===== config.mk =====
export PLATFORM = sky130hd
export DESIGN_NAME = caltime_counter
export DESIGN_NICKNAME = d
export VERILOG_FILES = /design/src/rtl/caltime_pkg.sv /design/src/rtl/caltime_wrapctr.sv /design/src/rtl/caltime_date.sv /design/src/rtl/caltime_regmap.sv /design/src/rtl/caltime_counter.sv
export SDC_FILE = /design/constraint.sdc
export NUM_CORES = 1
export LEC_CHECK = 0
export ABC_AREA = 1
export ABC_CLOCK_PERIOD_IN_PS = 15300
export BUFFER_PORTS_ARGS = -buffer_cell sky130_fd_sc_hd__buf_2
export CORE_ASPECT_RATIO = 1.25
export CORE_MARGIN = 4
export CORE_UTILIZATION = 65
export CTS_CLUSTER_DIAMETER = 40
export DETAILED_ROUTE_END_ITERATION = 8
export GPL_TIMING_DRIVEN = 0
export PLACE_DENSITY = 0.8
export SETUP_SLACK_MARGIN = 0.05
export SYNTH_ARGS = -nofsm -noshare
export SYNTH_HDL_FRONTEND = slang
export SYNTH_HIERARCHICAL = 1
export SYNTH_SLANG_ARGS = --single-unit

===== constraint.sdc =====
create_clock -name clk -period 15.3 [get_ports clk]
set_input_delay 2.295 -clock clk [delete_from_list [all_inputs] [get_ports clk]]
set_output_delay 2.295 -clock clk [all_outputs]
set_load 0.02 [all_outputs]

===== src/rtl/caltime_pkg.sv =====
package caltime_pkg;

   typedef logic [7:0] fld8_t;

   // field indices; the register address of field k is k+1
   localparam int F_SEC    = 0;
   localparam int F_MIN    = 1;
   localparam int F_HOUR   = 2;
   localparam int F_WDAY   = 3;
   localparam int F_MDAY   = 4;
   localparam int F_MON    = 5;
   localparam int F_YEAR   = 6;
   localparam int N_FIELDS = 7;
   localparam int N_CLOCK  = 3;   // seconds, minutes, hours
   localparam int CTRL_ADDR = 0;
   localparam int WEEK_LEN  = 7;
   localparam int YEAR_LEN  = 12;

   function automatic int clock_limit(input int idx);
      case (idx)
         0, 1:    return 60;
         default: return 24;
      endcase
   endfunction

   function automatic fld8_t bin_to_bcd(input fld8_t v);
      fld8_t tens;
      fld8_t ones;
      tens = v / 8'd10;
      ones = v % 8'd10;
      return {tens[3:0], ones[3:0]};
   endfunction

   function automatic fld8_t bcd_to_bin(input fld8_t b);
      return ({4'b0000, b[7:4]} * 8'd10) + {4'b0000, b[3:0]};
   endfunction

   // month index is zero-based
   function automatic fld8_t month_days(input fld8_t mon0, input logic leap);
      case (mon0)
         8'd1:                 return leap ? 8'd29 : 8'd28;
         8'd3, 8'd5, 8'd8, 8'd10: return 8'd30;
         default:              return 8'd31;
      endcase
   endfunction

endpackage


===== src/rtl/caltime_wrapctr.sv =====
module caltime_wrapctr #(
   parameter int W       = 8,
   parameter int LIMIT   = 60,
   parameter int RST_VAL = 0
) (
   input  logic         clk,
   input  logic         rst_n,
   input  logic         inc,
   input  logic         load,
   input  logic [W-1:0] load_val,
   output logic [W-1:0] val,
   output logic         carry
);

   logic [W:0] step;
   logic       at_top;

   assign step   = {1'b0, val} + (W+1)'(1);
   assign at_top = (step >= (W+1)'(LIMIT));
   assign carry  = inc & at_top;

   always_ff @(posedge clk or negedge rst_n) begin
      if (!rst_n) begin
         val <= W'(RST_VAL);
      end else if (load) begin
         val <= load_val;
      end else if (inc) begin
         val <= at_top ? '0 : step[W-1:0];
      end
   end

endmodule


===== src/rtl/caltime_date.sv =====
module caltime_date
   import caltime_pkg::*;
#(
   parameter int YW        = 11,
   parameter int YEAR_BASE = 1900,
   parameter int YEAR_SPAN = 1000,
   parameter int RST_YEAR  = 100
) (
   input  logic          clk,
   input  logic          rst_n,
   input  logic          adv,
   input  logic          day_inc,
   input  logic          ld_wday,
   input  logic          ld_mday,
   input  logic          ld_mon,
   input  logic          ld_year,
   input  fld8_t         fld_in,
   input  fld8_t         mon_in,
   input  logic [YW-1:0] year_in,
   output fld8_t         wday_q,
   output fld8_t         mday_q,
   output fld8_t         mon_q,
   output logic [YW-1:0] year_q
);

   logic [15:0] full_year;
   logic        leap;
   fld8_t       mlen;
   logic [8:0]  mday_step;
   logic [8:0]  mon_step;
   logic [8:0]  wday_step;
   logic [YW:0] year_step;
   logic        month_carry;
   logic        year_carry;

   assign full_year = 16'(YEAR_BASE) + 16'(year_q);
   assign leap = ((full_year % 16'd4) == 16'd0) &&
                 (((full_year % 16'd100) != 16'd0) || ((full_year % 16'd400) == 16'd0));
   assign mlen = month_days(mon_q, leap);

   assign mday_step   = {1'b0, mday_q} + 9'd1;
   assign mon_step    = {1'b0, mon_q} + 9'd1;
   assign wday_step   = {1'b0, wday_q} + 9'd1;
   assign year_step   = {1'b0, year_q} + (YW+1)'(1);
   assign month_carry = day_inc && (mday_q != 8'd0) && (mday_step > {1'b0, mlen});
   assign year_carry  = month_carry && (mon_step >= 9'(YEAR_LEN));

   always_ff @(posedge clk or negedge rst_n) begin
      if (!rst_n) begin
         wday_q <= 8'd0;
      end else if (ld_wday) begin
         wday_q <= fld_in;
      end else if (day_inc) begin
         wday_q <= (wday_step >= 9'(WEEK_LEN)) ? 8'd0 : wday_step[7:0];
      end
   end

   always_ff @(posedge clk or negedge rst_n) begin
      if (!rst_n) begin
         mday_q <= 8'd1;
      end else if (ld_mday) begin
         mday_q <= fld_in;
      end else if (day_inc) begin
         mday_q <= month_carry ? 8'd1 : mday_step[7:0];
      end else if (adv && (mday_q == 8'd0)) begin
         mday_q <= 8'd1;
      end
   end

   always_ff @(posedge clk or negedge rst_n) begin
      if (!rst_n) begin
         mon_q <= 8'd0;
      end else if (ld_mon) begin
         mon_q <= mon_in;
      end else if (month_carry) begin
         mon_q <= year_carry ? 8'd0 : mon_step[7:0];
      end
   end

   always_ff @(posedge clk or negedge rst_n) begin
      if (!rst_n) begin
         year_q <= YW'(RST_YEAR);
      end else if (ld_year) begin
         year_q <= year_in;
      end else if (year_carry) begin
         year_q <= (year_step >= (YW+1)'(YEAR_SPAN)) ? '0 : year_step[YW-1:0];
      end
   end

endmodule


===== src/rtl/caltime_regmap.sv =====
module caltime_regmap
   import caltime_pkg::*;
#(
   parameter int ADDR_W = 3,
   parameter int DATA_W = 12,
   parameter int YW     = 11
) (
   input  logic                bus_wr,
   input  logic [ADDR_W-1:0]   bus_addr,
   input  logic [DATA_W-1:0]   bus_wdata,
   input  logic                run_q,
   input  fld8_t               sec_q,
   input  fld8_t               min_q,
   input  fld8_t               hour_q,
   input  fld8_t               wday_q,
   input  fld8_t               mday_q,
   input  fld8_t               mon_q,
   input  logic [YW-1:0]       year_q,
   output logic                ctrl_wr,
   output logic [N_FIELDS-1:0] field_ld,
   output fld8_t               fld_val,
   output fld8_t               mon_val,
   output logic [YW-1:0]       year_val,
   output logic [DATA_W-1:0]   bus_rdata
);

   logic [YW-1:0] year_mod;
   fld8_t         year_lo;
   fld8_t         year_hi;
   fld8_t         year_lo_bcd;
   fld8_t         year_hi_bcd;

   assign ctrl_wr = bus_wr && (bus_addr == ADDR_W'(CTRL_ADDR));

   for (genvar k = 0; k < N_FIELDS; k++) begin : g_ld
      assign field_ld[k] = bus_wr && run_q && (bus_addr == ADDR_W'(k + 1));
   end

   assign fld_val  = bcd_to_bin(bus_wdata[7:0]);
   assign mon_val  = fld_val - 8'd1;
   assign year_val = YW'(fld_val) + (YW'(bus_wdata[11:8]) * YW'(100));

   assign year_mod    = year_q % YW'(1000);
   assign year_lo     = 8'(year_mod % YW'(100));
   assign year_hi     = 8'(year_mod / YW'(100));
   assign year_lo_bcd = bin_to_bcd(year_lo);
   assign year_hi_bcd = bin_to_bcd(year_hi);

   always_comb begin
      bus_rdata = '0;
      case (bus_addr)
         ADDR_W'(CTRL_ADDR):  bus_rdata = DATA_W'(run_q);
         ADDR_W'(F_SEC + 1):  bus_rdata = DATA_W'(bin_to_bcd(sec_q));
         ADDR_W'(F_MIN + 1):  bus_rdata = DATA_W'(bin_to_bcd(min_q));
         ADDR_W'(F_HOUR + 1): bus_rdata = DATA_W'(bin_to_bcd(hour_q));
         ADDR_W'(F_WDAY + 1): bus_rdata = DATA_W'(bin_to_bcd(wday_q));
         ADDR_W'(F_MDAY + 1): bus_rdata = DATA_W'(bin_to_bcd(mday_q));
         ADDR_W'(F_MON + 1):  bus_rdata = DATA_W'(bin_to_bcd(mon_q + 8'd1));
         ADDR_W'(F_YEAR + 1): bus_rdata = DATA_W'({year_hi_bcd[3:0], year_lo_bcd});
         default:             bus_rdata = '0;
      endcase
   end

endmodule


===== src/rtl/caltime_counter.sv =====
module caltime_counter
   import caltime_pkg::*;
#(
   parameter int ADDR_W     = 3,
   parameter int DATA_W     = 12,
   parameter int YEAR_W     = 11,
   parameter int YEAR_BASE  = 1900,
   parameter int YEAR_SPAN  = 1000,
   parameter int EPOCH_YEAR = 100
) (
   input  logic              clk,
   input  logic              rst_n,
   input  logic              sec_tick,
   input  logic [ADDR_W-1:0] bus_addr,
   input  logic              bus_wr,
   input  logic [DATA_W-1:0] bus_wdata,
   output logic [DATA_W-1:0] bus_rdata
);

   if (ADDR_W < 3) begin : g_bad_addr
      $error("caltime_counter: ADDR_W must cover eight registers");
   end
   if (DATA_W < 12) begin : g_bad_data
      $error("caltime_counter: DATA_W must hold a three-digit BCD year");
   end
   if ((YEAR_W < 11) || (YEAR_W > 16)) begin : g_bad_year_w
      $error("caltime_counter: YEAR_W must lie in 11..16");
   end
   if ((YEAR_SPAN > 1000) || (EPOCH_YEAR >= YEAR_SPAN)) begin : g_bad_span
      $error("caltime_counter: year span or epoch out of range");
   end

   logic                run_q;
   logic                ctrl_wr;
   logic [N_FIELDS-1:0] field_ld;
   fld8_t               fld_val;
   fld8_t               mon_val;
   logic [YEAR_W-1:0]   year_val;
   logic                adv;
   logic [N_CLOCK-1:0]  inc;
   logic [N_CLOCK-1:0]  carry;
   fld8_t               hms_q [N_CLOCK];
   fld8_t               wday_q;
   fld8_t               mday_q;
   fld8_t               mon_q;
   logic [YEAR_W-1:0]   year_q;

   always_ff @(posedge clk or negedge rst_n) begin
      if (!rst_n) begin
         run_q <= 1'b0;
      end else if (ctrl_wr) begin
         run_q <= bus_wdata[0];
      end
   end

   // an accepted field write suppresses this cycle's second
   assign adv = sec_tick && run_q && !(|field_ld);

   for (genvar i = 0; i < N_CLOCK; i++) begin : g_clk
      if (i == 0) begin : g_head
         assign inc[i] = adv;
      end else begin : g_chain
         assign inc[i] = carry[i-1];
      end
      caltime_wrapctr #(
         .W      (8),
         .LIMIT  (clock_limit(i)),
         .RST_VAL(0)
      ) u_ctr (
         .clk     (clk),
         .rst_n   (rst_n),
         .inc     (inc[i]),
         .load    (field_ld[F_SEC + i]),
         .load_val(fld_val),
         .val     (hms_q[i]),
         .carry   (carry[i])
      );
   end

   caltime_date #(
      .YW       (YEAR_W),
      .YEAR_BASE(YEAR_BASE),
      .YEAR_SPAN(YEAR_SPAN),
      .RST_YEAR (EPOCH_YEAR)
   ) u_date (
      .clk    (clk),
      .rst_n  (rst_n),
      .adv    (adv),
      .day_inc(carry[N_CLOCK-1]),
      .ld_wday(field_ld[F_WDAY]),
      .ld_mday(field_ld[F_MDAY]),
      .ld_mon (field_ld[F_MON]),
      .ld_year(field_ld[F_YEAR]),
      .fld_in (fld_val),
      .mon_in (mon_val),
      .year_in(year_val),
      .wday_q (wday_q),
      .mday_q (mday_q),
      .mon_q  (mon_q),
      .year_q (year_q)
   );

   caltime_regmap #(
      .ADDR_W(ADDR_W),
      .DATA_W(DATA_W),
      .YW    (YEAR_W)
   ) u_regs (
      .bus_wr   (bus_wr),
      .bus_addr (bus_addr),
      .bus_wdata(bus_wdata),
      .run_q    (run_q),
      .sec_q    (hms_q[F_SEC]),
      .min_q    (hms_q[F_MIN]),
      .hour_q   (hms_q[F_HOUR]),
      .wday_q   (wday_q),
      .mday_q   (mday_q),
      .mon_q    (mon_q),
      .year_q   (year_q),
      .ctrl_wr  (ctrl_wr),
      .field_ld (field_ld),
      .fld_val  (fld_val),
      .mon_val  (mon_val),
      .year_val (year_val),
      .bus_rdata(bus_rdata)
   );

endmodule


==> impl_results.md <==
- Final Hold Fails: 0
- Critical path arrival: 6050 ps
- Synthesized instance count: 1252
- Post-DP HPWL: 16340 microns
- Minimum clock period: 8342 ps
- Die Wd: 109.1 microns
- Crit end category: primary output
- Final Max Slew Viols: 0
- Yosys cell types: 64
- GR Util All Layers: 0.2918
- R2r endpoint: u_date/year_q[7]
- Hold Path Depth: 2
- Worst slew margin: 0.07859
- Drt pass-1 iters: 6
- Synth area leader: dfrtp_1
- Total negative slack: 0 ps
- Core Box Area: 0.01233 sq mm
- Post-route DRC: 0
- Slew @ Worst Pin: 1347 ps
- Initial antenna violation count: 2
- Routed WL per cell: 14.23 microns
- Post-CTS resize count: 0
- Initial Util: 0.6734
- Worst min-delay path class: reg2reg
- CTS hold repair buffers: 0
- Setup crit start kind: input port
- First-pass GRT wire length: 34930 microns
- Largest cells by area after synthesis: dfrtp_1 17%, nand2_1 13%, inv_1 7.6%, ha_1 7.1%, nand3_1 6.3%
- Synthesized Nets: 1322
- Total CTS buffers: 9
- Hold Crit Start: u_date/wday_q[7]
- Share of the synthesized area in the top cell type: 0.1688
- DR vias/cell: 5.679
- Ant diodes: 0
- Setup bufs post-CTS: 0
- Share of cells above drive strength 1: 0.1872
- Clock root cell: clkbuf_16
- Clock transition at the registers of the reported paths: 50 ps
- Worst Path Required: 13010 ps
- Layout Nets: 1363
- Post-synthesis sequential area ratio: 0.1814
- Post-synth EDFFs: 0
- Hold Path Sink: u_date/wday_q[7]
- Crit Path Max Fanout: 8
- YS warnings: 6
- CTS Sinks: 60
- # fillers: 1098
- Worst R2R Start: u_date/year_q[2]
- Chip Height: 134.4 microns
- Total number of vias: 8303
- Critical path launch point: bus_addr[2]
- Most frequent cells in the layout: 285 x nand2_1, 169 x inv_1, 104 x nand3_1
- Boundary Pins: 31
- Setup violations, final: 0
- RSZ-0062 raised after global routing: false
- Aggregate global routing overflow: 0
- Path type of the worst setup path: in2out
- Worst-Skew Late Latency: 340 ps
- CTS H-Tree Depth: 3
- Synthesized area per cell: 6.632 sq um
- Port Buf Inserts: 30
- Vias in the first global route: 7619
- Final Skew: 4.721 ps
- Yosys reg bits: 60
- Tcrit/Tclk final: 0.5452
- Async SR Flop Fraction: 1.000
- Max-Cap Viols: 0
- Row count: 45
- Cell depth of the worst flop-to-flop path: 47
- Die ar.: 0.01466 sq mm
- Cell Area, Synth: 0.008303 sq mm
- Area delta synth->final: 7.911%
- Outcome: complete, no violations
- Final antenna-violating net count: 0
- Fmax achieved: 0.1199 GHz
- First DRT Iteration DRCs: 656
- Largest net degree at the start of global routing: 61
- Most common cell after layout, fill and taps aside: nand2_1
- R2R Setup Slk: 8470 ps
- Clock Path Buffers: 2
- RD Place Congestion: 0.9843
- CTS tree: done
- Main synth FF type: dfrtp_1
- WL final: 20810 microns
[cell type report]
cell class              count  area (sq um)  area share
multi-input cells         976          5952      0.6643
flip-flops and latches     60          1506      0.1681
inverters                 203         764.5     0.08532
clock buffers              14         264.0     0.02947
well taps                 164         205.2     0.02290
repair buffers             30         152.6     0.01704
plain buffers              13         80.08    0.008937
clock inverters             2         35.03    0.003910
[per-stage QoR]
step           hold WS (ps)  cell area, sq um  instances  setup WS (ps)  utilization
4_1_cts               520.2              8957       1462           7094       0.7264
2_1_floorplan         475.0              8303       1252           7871            -
3_5_place_dp          507.5              8658       1446           7104       0.7022
3_3_place_gp          498.5              8658       1446           7138       0.7022
6_report              516.7              8960       1462           6958       0.7266
5_1_grt               552.4              8960       1462           6604       0.7266
[metal layers]
| metal | up-vias | global-route usage | part of all wire |
|---|---|---|---|
| li1 | 4226 | - | - |
| met1 | 3801 | 0.3563 | 0.42 |
| met2 | 214 | 0.5133 | 0.50 |
| met3 | 58 | 0.04044 | 0.047 |
| met4 | 4 | 0.1102 | 0.034 |
| met5 | - | 0 | 0.0016 |
[synthesized netlist by cell type, types with 6 or more instances]
master,n
ha_1,47
o211ai_1,16
nor4_1,6
xor2_1,37
clkinv_1,6
nor2_1,85
nor2_2,18
a22oi_1,25
o21ai_0,41
dfrtp_1,56
nor2_4,9
nand2_4,14
nor3_1,19
a21oi_1,31
inv_1,169
nand2_1,285
nand3_2,15
nand2_2,66
nand3_1,104
nand4_1,35
inv_2,27
buf_4,6
o21ai_1,18
xnor2_1,10
[kinds of logic after synthesis]
| family | count (synthesis) | share of synthesized area |
|---|---|---|
| xor+xnor | 50 | 0.05545 |
| compound gates | 189 | 0.1555 |
| flops | 60 | 0.1814 |
| fa+ha+maj | 51 | 0.08047 |
| simple gates | 686 | 0.4254 |
| buf+inv | 216 | 0.1017 |
[state kept, by name (all words and copies together), names as in the netlist]
| signal | flops |
|---|---|
| u_date/mday_q | 8 |
| u_date/wday_q | 8 |
| run_q | 1 |
| u_date/mon_q | 8 |
| g_clk.u_ctr/val | 24 |
| u_date/year_q | 11 |
[worst max path at each step]
stage / to / slack (ps)
2_1_floorplan: bus_rdata[1] / 7870
3_3_place_gp: bus_rdata[2] / 7140
3_5_place_dp: bus_rdata[1] / 7100
4_1_cts: bus_rdata[1] / 7090
5_1_grt: bus_rdata[2] / 6600
6_report: bus_rdata[1] / 6960
[critical path: stages]
cell	delay, ps
buf_2	140
inv_1	180
nor3_1	180
a22o_1	230
a2111oi_0	1110
a21oi_4	170
nand3_1	160
nand3_2	80
nand2_2	90
nand3_2	80
nand2_2	80
nand2_2	70
nand2_4	90
nand2_1	60
a21oi_2	160
nand2_2	100
nand2_2	80
nand2_1	60
nand2_2	70
inv_2	40
nand2_2	90
nand2_2	60
nand2_1	50
nand2_1	50
nor2_1	70
buf_2	170
Power is not shown: default switching activity piles up to over one toggle a cycle in this logic, so the estimate is an artifact.
